File: src/rtl/range_match_pkg.sv
// Shared definitions for the range classifier.
// Assumes nothing beyond a two-bit field selector on the configuration port.
package range_match_pkg;

    // Field selected by a configuration write
    typedef enum logic [1:0] {
        CFG_VALUE  = 2'd0,
        CFG_MASK   = 2'd1,
        CFG_ENABLE = 2'd2,
        CFG_NONE   = 2'd3
    } cfg_field_e;

    // Bit positions inside the operation field
    localparam int OP_READ_BIT  = 0;
    localparam int OP_WRITE_BIT = 1;
    localparam int OP_W         = 2;

endpackage

File: src/rtl/range_entry.sv
// One ternary range entry: holds a value word, a mask word (1 = don't-care)
// and an enable bit, and compares a lookup address against them in one step.
// Assumes MY_IDX is below 2**IDX_W; indices that select no entry are ignored.
module range_entry
    import range_match_pkg::*;
#(
    parameter int ADDR_W = 32,
    parameter int IDX_W  = 4,
    parameter int MY_IDX = 0
) (
    input  logic              clk,
    input  logic              rst_n,
    input  logic              cfg_we,
    input  cfg_field_e        cfg_field,
    input  logic [IDX_W-1:0]  cfg_index,
    input  logic [ADDR_W-1:0] cfg_data,
    input  logic [ADDR_W-1:0] lookup_addr,
    output logic              hit
);

    logic [ADDR_W-1:0] val_q;
    logic [ADDR_W-1:0] msk_q;
    logic              en_q;
    logic              sel_me;
    logic [ADDR_W-1:0] diff_cared;

    // Decode whether the current configuration write targets this entry
    assign sel_me = cfg_we && (cfg_index == IDX_W'(MY_IDX));

    // Load the selected field of this entry on a matching configuration write
    always_ff @(posedge clk) begin
        if (!rst_n) begin
            val_q <= '0;
            msk_q <= '0;
            en_q  <= 1'b0;
        end else if (sel_me) begin
            case (cfg_field)
                CFG_VALUE:  val_q <= cfg_data;
                CFG_MASK:   msk_q <= cfg_data;
                CFG_ENABLE: en_q  <= cfg_data[0];
                default:    ;
            endcase
        end
    end

    // Ternary compare: only bits with a zero mask take part
    always_comb begin
        diff_cared = (lookup_addr ^ val_q) & ~msk_q;
        hit        = en_q && (diff_cared == '0);
    end

    AST_VALUE_LOAD: assert property (@(posedge clk) disable iff (!rst_n)
        (sel_me && cfg_field == CFG_VALUE) |=> (val_q == $past(cfg_data)));

    AST_FIELD_NONE_KEEPS: assert property (@(posedge clk) disable iff (!rst_n)
        (sel_me && cfg_field == CFG_NONE) |=> ($stable(val_q) && $stable(msk_q) && $stable(en_q)));

    AST_FULL_MASK_HITS: assert property (@(posedge clk) disable iff (!rst_n)
        (en_q && (&msk_q)) |-> hit);

endmodule

File: src/rtl/range_bank.sv
// Array of N range entries sharing one configuration port and one lookup
// address; returns the multi-hot hit vector combinationally.
// Assumes IDX_W is wide enough to address N entries.
module range_bank
    import range_match_pkg::*;
#(
    parameter int N_RANGES = 10,
    parameter int ADDR_W   = 32,
    parameter int IDX_W    = 4
) (
    input  logic                clk,
    input  logic                rst_n,
    input  logic                cfg_we,
    input  cfg_field_e          cfg_field,
    input  logic [IDX_W-1:0]    cfg_index,
    input  logic [ADDR_W-1:0]   cfg_data,
    input  logic [ADDR_W-1:0]   lookup_addr,
    output logic [N_RANGES-1:0] hit_vec
);

    // One entry per range ID, all compared in parallel
    for (genvar g = 0; g < N_RANGES; g++) begin : g_entry
        range_entry #(
            .ADDR_W (ADDR_W),
            .IDX_W  (IDX_W),
            .MY_IDX (g)
        ) i_entry (
            .clk         (clk),
            .rst_n       (rst_n),
            .cfg_we      (cfg_we),
            .cfg_field   (cfg_field),
            .cfg_index   (cfg_index),
            .cfg_data    (cfg_data),
            .lookup_addr (lookup_addr),
            .hit         (hit_vec[g])
        );
    end

endmodule

File: src/rtl/desc_stage.sv
// Output register for the access descriptor. Captures module ID, operation,
// hit vector and no-match flag on each request and holds them otherwise.
// Assumes the hit vector is settled in the cycle the request is presented.
module desc_stage
    import range_match_pkg::*;
#(
    parameter int N_RANGES = 10,
    parameter int MOD_W    = 4
) (
    input  logic                clk,
    input  logic                rst_n,
    input  logic                in_valid,
    input  logic [MOD_W-1:0]    in_module,
    input  logic [OP_W-1:0]     in_op,
    input  logic [N_RANGES-1:0] in_hits,
    output logic                out_valid,
    output logic [MOD_W-1:0]    out_module,
    output logic [OP_W-1:0]     out_op,
    output logic [N_RANGES-1:0] out_hits,
    output logic                out_miss
);

    // Valid strobe follows the request by exactly one cycle
    always_ff @(posedge clk) begin
        if (!rst_n) out_valid <= 1'b0;
        else        out_valid <= in_valid;
    end

    // Descriptor fields load on a request and hold while idle
    always_ff @(posedge clk) begin
        if (!rst_n) begin
            out_module <= '0;
            out_op     <= '0;
            out_hits   <= '0;
            out_miss   <= 1'b0;
        end else if (in_valid) begin
            out_module <= in_module;
            out_op     <= in_op;
            out_hits   <= in_hits;
            out_miss   <= ~|in_hits;
        end
    end

    AST_DESC_FOLLOWS_REQ: assert property (@(posedge clk) disable iff (!rst_n)
        in_valid |=> out_valid);

    AST_DESC_IDLE_LOW: assert property (@(posedge clk) disable iff (!rst_n)
        !in_valid |=> !out_valid);

    AST_DESC_ID_OP: assert property (@(posedge clk) disable iff (!rst_n)
        in_valid |=> (out_module == $past(in_module) && out_op == $past(in_op)));

    AST_DESC_HOLD: assert property (@(posedge clk) disable iff (!rst_n)
        !in_valid |=> ($stable(out_hits) && $stable(out_miss) && $stable(out_module)));

endmodule

File: src/rtl/range_classifier.sv
// Top of the parallel address range classifier. Each request address is
// checked against all range entries in the same cycle; the registered
// descriptor (module ID, operation, hit vector, no-match flag) follows one
// clock later. Assumes requests and configuration writes share one clock.
module range_classifier
    import range_match_pkg::*;
#(
    parameter  int N_RANGES = 10,
    parameter  int ADDR_W   = 32,
    parameter  int MOD_W    = 4,
    localparam int IDX_W    = (N_RANGES > 1) ? $clog2(N_RANGES) : 1
) (
    input  logic                clk,
    input  logic                rst_n,
    input  logic                req_valid,
    input  logic [MOD_W-1:0]    req_module,
    input  logic [1:0]          req_op,
    input  logic [ADDR_W-1:0]   req_addr,
    input  logic                cfg_we,
    input  logic [1:0]          cfg_field,
    input  logic [IDX_W-1:0]    cfg_index,
    input  logic [ADDR_W-1:0]   cfg_data,
    output logic                desc_valid,
    output logic [MOD_W-1:0]    desc_module,
    output logic [1:0]          desc_op,
    output logic [N_RANGES-1:0] desc_hits,
    output logic                desc_miss
);

    cfg_field_e          field_sel;
    logic [N_RANGES-1:0] hit_vec;

    // Interpret the raw field selector as the package enum
    assign field_sel = cfg_field_e'(cfg_field);

    range_bank #(
        .N_RANGES (N_RANGES),
        .ADDR_W   (ADDR_W),
        .IDX_W    (IDX_W)
    ) i_bank (
        .clk         (clk),
        .rst_n       (rst_n),
        .cfg_we      (cfg_we),
        .cfg_field   (field_sel),
        .cfg_index   (cfg_index),
        .cfg_data    (cfg_data),
        .lookup_addr (req_addr),
        .hit_vec     (hit_vec)
    );

    desc_stage #(
        .N_RANGES (N_RANGES),
        .MOD_W    (MOD_W)
    ) i_desc (
        .clk        (clk),
        .rst_n      (rst_n),
        .in_valid   (req_valid),
        .in_module  (req_module),
        .in_op      (req_op),
        .in_hits    (hit_vec),
        .out_valid  (desc_valid),
        .out_module (desc_module),
        .out_op     (desc_op),
        .out_hits   (desc_hits),
        .out_miss   (desc_miss)
    );

    AST_MISS_EMPTY: assert property (@(posedge clk) disable iff (!rst_n)
        (desc_valid && desc_miss) |-> (desc_hits == '0));

    AST_RESET_QUIET: assert property (@(posedge clk)
        !rst_n |=> !desc_valid);

endmodule

File: config.mk
export PLATFORM = sky130hd
export DESIGN_NAME = range_classifier
export DESIGN_NICKNAME = d
export VERILOG_FILES = /design/src/rtl/range_match_pkg.sv /design/src/rtl/range_entry.sv /design/src/rtl/range_bank.sv /design/src/rtl/desc_stage.sv /design/src/rtl/range_classifier.sv
export SDC_FILE = /design/constraint.sdc
export NUM_CORES = 2
export LEC_CHECK = 0
export BUFFER_PORTS_ARGS = -buffer_cell sky130_fd_sc_hd__buf_2
export CAP_MARGIN = 5
export CORE_UTILIZATION = 51
export DETAILED_ROUTE_END_ITERATION = 10
export GPL_TIMING_DRIVEN = 0
export PLACE_DENSITY = 0.68
export SLEW_MARGIN = 10
export SYNTH_ARGS = -nofsm -noshare
export SYNTH_HDL_FRONTEND = slang
export SYNTH_SLANG_ARGS = --single-unit
File: constraint.sdc
create_clock -name clk -period 2.12 [get_ports clk]
set_input_delay 0.424 -clock clk [delete_from_list [all_inputs] [get_ports clk]]
set_output_delay 0.424 -clock clk [all_outputs]
set_load 0.02 [all_outputs]
# Word-level counts from Yosys, hierarchy flattened
# Cells that the tools add are included.
# totals
out_inout_bits,18
inputBits,80
regBits,668
# op_classes
bitwise,30
eq_ne,11
reduce_logical,64
# ops
op,n
32-bit bitwise AND,10
32-bit zero test,10
32-bit inverter,10
32-bit bitwise XOR,10
2-bit AND reduction,30
1-bit logical AND,20
"4-bit by 3-bit equality test with 1-bit output, second input constant",4
10-bit OR reduction,1
"4-bit by 2-bit equality test with 1-bit output, second input constant",2
"4-bit equality test, second input constant",2
"4-bit by 1-bit equality test with 1-bit output, second input constant",1
4-bit zero test,1
"2-bit by 1-bit equality test with 1-bit output, second input constant",1
"2-bit equality test, second input constant",1
2-bit zero test,1
1-bit zero test,1

# Logic depth before layout (Yosys ltp)
# logic_depth
word_depth,6
mapped_depth,9
mapped_depth_nobuf,8

# By module
# A second synthesis with hierarchy kept.
# hier_totals
cells_unflattened,3441
area_unflattened_um2,29567.1
# by_module_without_submodules
mod,seq_area_each_um2,cells_each,n_inst,area_per_inst_um2
range_entry at i_bank.g_entry[5].i_entry ...,1301.2,345,3,2885.3
range_entry at i_bank.g_entry[4].i_entry ...,1301.2,346,2,2897.8
range_entry at i_bank.g_entry[1].i_entry ...,1301.2,345,2,2880.3
range_entry at i_bank.g_entry[7].i_entry,1301.2,310,1,2885.3
range_entry at i_bank.g_entry[3].i_entry,1301.2,310,1,2882.8
range_entry at i_bank.g_entry[0].i_entry,1301.2,345,1,2877.8
desc_stage,360.3,59,1,709.4

# Worst setup path after synthesis
# OpenSTA, ideal clock, no wires.
# synth_path
path_kind,input to register
start,in req_addr[5]
end,reg i_desc.out_miss
slack_ns,0.177
stages,8
n_path_buf,1
required_ns,1.998
arrival_ns,1.820
setup_ns,0.122
path_cell_list,buf_4 > xnor2_2 > o22ai_1 > or4_1 > nor4_2 > nor4_1 > nand3_1 > o21ai_1
# synth_via
elab_chain_cells,6
# synth_rtl
item,line,source
start: declaration,range_classifier.sv:18,"input logic [ADDR_W-1:0] req_addr,"
32-bit bitwise XOR,range_entry.sv:48,diff_cared = (lookup_addr ^ val_q) & ~msk_q;
32-bit bitwise AND,range_entry.sv:48,
32-bit zero test,range_entry.sv:49,hit = en_q && (diff_cared == '0);
1-bit logical AND,range_entry.sv:49,
10-bit OR reduction (*),desc_stage.sv:40,out_miss <= ~|in_hits;
1-bit zero test (*),desc_stage.sv:40,
end signal: assignment,desc_stage.sv:40,
end: declaration,desc_stage.sv:20,output logic out_miss
# Mark *: on every way between the ends. The rest lies on a longest branch, timed or not.
# A chain may end at the register's enable or synchronous reset.

# Final worst setup path
# layout_path
start,in req_addr[23]
end,reg i_desc.out_miss
# Same word-level chain as after synthesis.

==> impl_metrics.json <==
{
  "status": "completed",
  "ys_warn_count": 0,
  "grt_use_total_pct": 35.7,
  "synth_flop_cell": "dfxtp_1",
  "synth_top_area_cell": "dfxtp_1",
  "yosysTopAreaCellShare_pct": 45.5,
  "avgSynthCellArea_sq_um": 8.22,
  "grt_pass1_vias": 24000,
  "die_area_sq_um": 58600,
  "synthToLayoutAreaGrowth_pct": 11.9,
  "detailed_place_hpwl_microns": 70100,
  "cts_buffer_depth": 3,
  "routedWlPerCell_microns": 23.8,
  "final_nets": 3766,
  "max_slew_margin_pct": 18.4,
  "hp-class": "primary input to flip-flop",
  "clk_latency_ns": 0.62,
  "root_buffer": "clkbuf_16",
  "drc_errors": 0,
  "die_h_microns": 242,
  "worstMarginPinSlew_ns": 1.22,
  "wl_microns": 107000,
  "finalHoldViolations": 0,
  "crit_path_end_kind": "flip-flop",
  "layoutNonFillerInstCount": 4485,
  "drt_iter0_drc": 2835,
  "cp_max_fo": 10,
  "cts_sinks": 668,
  "start_util_pct": 51.9,
  "synthArstFlopShare_pct": 0,
  "critPathRequiredTime_ns": 2.61,
  "ioPinCount": 98,
  "vias": 25900,
  "dp.cells": 4364,
  "postLayoutCellArea_sq_um": 32900,
  "leakagePower_nw": 10.2,
  "maxSlewViolCount": 0,
  "fmax_mhz": 476,
  "synth_seq_area_share_pct": 45.5,
  "gp_congestion": 0.915,
  "coreArea_sq_um": 56700,
  "via_per_inst": 5.77,
  "ys_ff_latch": 668,
  "skew_ns": 0.0279,
  "start_kind": "primary input",
  "drt-pass1-iter-count": 6,
  "post-route-period-util_pct": 99.1,
  "h-tree-depth": 3,
  "cts_buffers": 70,
  "maxCapViolations": 0,
  "final_antenna_net_count": 0,
  "overflow": 0,
  "drive_above_1_share_pct": 5.60,
  "multi_input_area_sq_um": 14900,
  "die_w_microns": 242,
  "max-vdd-ir-drop_uv": 612,
  "seqCellArea_sq_um": 13400,
  "ys_types": 35,
  "tritoncts": "done",
  "port_buffers": 29,
  "finalSetupViolCount": 0,
  "syn_nets": 3659,
  "period_needed_ns": 2.10,
  "fillerInstances": 5259,
  "syn_inst": 3579,
  "power.density_nw_per_um2": 816,
  "synth-edff-count": 0,
  "synth_area_leaders": "dfxtp_1 45%, nand2_1 17%, a21boi_1 13%, xnor2_1 9.3%, clkbuf_1 3.3%",
  "antennaDiodeCount": 0,
  "grt_pass1_wl_microns": 156000,
  "post_dp_cell_area_sq_um": 30500,
  "fp-row-count": 87,
  "grt_max_degree": 14,
  "antenna_found_initial": 0,
  "critPathArrivalTime_ns": 2.59,
  "path_clk_slew_ns": 0.06,
  "netlist_area_sq_um": 29400,
  "critPathKind": "primary input to flip-flop"
}
[routing by layer]
metal	wire length, microns	part of all wire, %	global-route usage, %	vias to the layer above
met4	6790	6.3	20.3	0
met1	43100	40	47.2	12400
met3	10200	9.5	6.15	260
met2	46900	44	55.2	1301
li1	-	-	-	11900
met5	0	0	0	-
[logic make-up after synthesis]
kind of cell              after synthesis  share of synthesized area (%)
and+or+nand+nor                      1450                           19.6
muxes                                  16                          0.544
DFF                                   668                           45.5
AOI/OAI and AO/OA                     821                           20.2
buffers and inverters                 304                           4.55
xor gates and xnor gates              320                           9.68
[synth_stat cells (2+ instances only)]
| cell type | count |
|---|---|
| nand3_1 | 23 |
| nor4_2 | 9 |
| nor3_1 | 10 |
| and2_1 | 4 |
| nor4_1 | 24 |
| a21boi_0 | 121 |
| nand2b_1 | 2 |
| xnor2_2 | 6 |
| or4_1 | 8 |
| nand2_1 | 1302 |
| nand3b_1 | 2 |
| clkbuf_1 | 262 |
| o21ai_0 | 19 |
| o22ai_1 | 150 |
| and3b_1 | 2 |
| buf_6 | 22 |
| mux2i_1 | 16 |
| dfxtp_1 | 668 |
| nor2b_1 | 19 |
| or2_1 | 2 |
| nor2_1 | 34 |
| buf_2 | 16 |
| and3_1 | 2 |
| a21boi_1 | 528 |
| xnor2_1 | 314 |
| nand4_1 | 3 |
| buf_4 | 3 |
[flip-flops by register name, summed over array words and instances (netlist names)]
register                      count
i_desc.out_module                 4
i_desc.out_valid                  1
i_bank.g_entry.i_entry.msk_q    320
i_bank.g_entry.i_entry.en_q      10
i_desc.out_miss                   1
i_bank.g_entry.i_entry.val_q    320
i_desc.out_op                     2
i_desc.out_hits                  10
[report_power, final]
| group | switching, W | total (W) | internal [W] |
|---|---|---|---|
| Clock | 0.00522 | 0.0122 | 0.00694 |
| Combinational | 0.00143 | 0.00207 | 0.000643 |
| Sequential | 0.0000358 | 0.0126 | 0.0126 |
[per-stage QoR]
stage	utilization [%]	setup TNS (ns)	setup WS, ns	hold slack, ns	total power (W)
final	58.1	0	0.0192	0.0697	0.0269
after global routing	58.1	-0.0405	-0.0405	0.0732	0.0274
after CTS	57.9	-0.00589	-0.00589	0.0563	0.0268
after detailed placement	53.8	-223.95	-1.13	0.446	0.0149
after global placement	53.8	-217.72	-1.10	0.440	0.0149
after floorplan	-	0	0.177	0.432	0.0141
[cell usage in the layout, fill, tap and decap left out, types with 22 or more instances in the layout]
master / count
a21boi_0: 121
xnor2_1: 313
clkbuf_1: 278
nand2_1: 1302
clkbuf_16: 74
nand3_1: 23
dfxtp_1: 668
a21boi_1: 528
buf_2: 42
o22ai_1: 150
nor2_1: 33
buf_6: 22
[final cells by class]
| class | count | share of cell area [%] |
|---|---|---|
| buffer | 304 | 4.09 |
| clock buffer | 105 | 6.37 |
| clock inverter | 10 | 0.296 |
| multi-input combinational | 2607 | 45.2 |
| sequential | 668 | 40.6 |
| tap | 756 | 2.87 |
| timing repair buffer | 35 | 0.577 |
[critical path, cell delays in order]
cell and delay, ns:
buf_2 0.55, xnor2_1 0.21, o22ai_1 0.13, nor4_2 0.31, nand3_1 0.21, nor4_4 0.48, nor4_2 0.12, nand3_1 0.10
o21ai_1 0.06
[final timing paths]
check	start	endpoint	slack (ns)	cells after the start
hold / removal	req_op[0]	i_desc.out_op[0]$_SDFFE_PN0P_	0.07	3
hold reg to reg	i_bank.g_entry[3].i_entry.msk_q[2]$_SDFFE_PN0P_	i_bank.g_entry[3].i_entry.msk_q[2]$_SDFFE_PN0P_	0.45	2
setup / recovery	req_addr[23]	i_desc.out_miss$_SDFFE_PN0P_	0.02	9
setup reg to reg	i_bank.g_entry[3].i_entry.val_q[29]$_SDFFE_PN0P_	i_desc.out_miss$_SDFFE_PN0P_	0.04	9
[timing repair]
action,4_1_cts,5_1_grt
setup buffers,4,2
pin swaps,8,9
gates resized for setup,12,21
endpoints found under the hold margin,0,0
endpoints found under the setup margin,8,155
hold buffers,0,0
No activity file was read; power rests on OpenSTA's default activity.
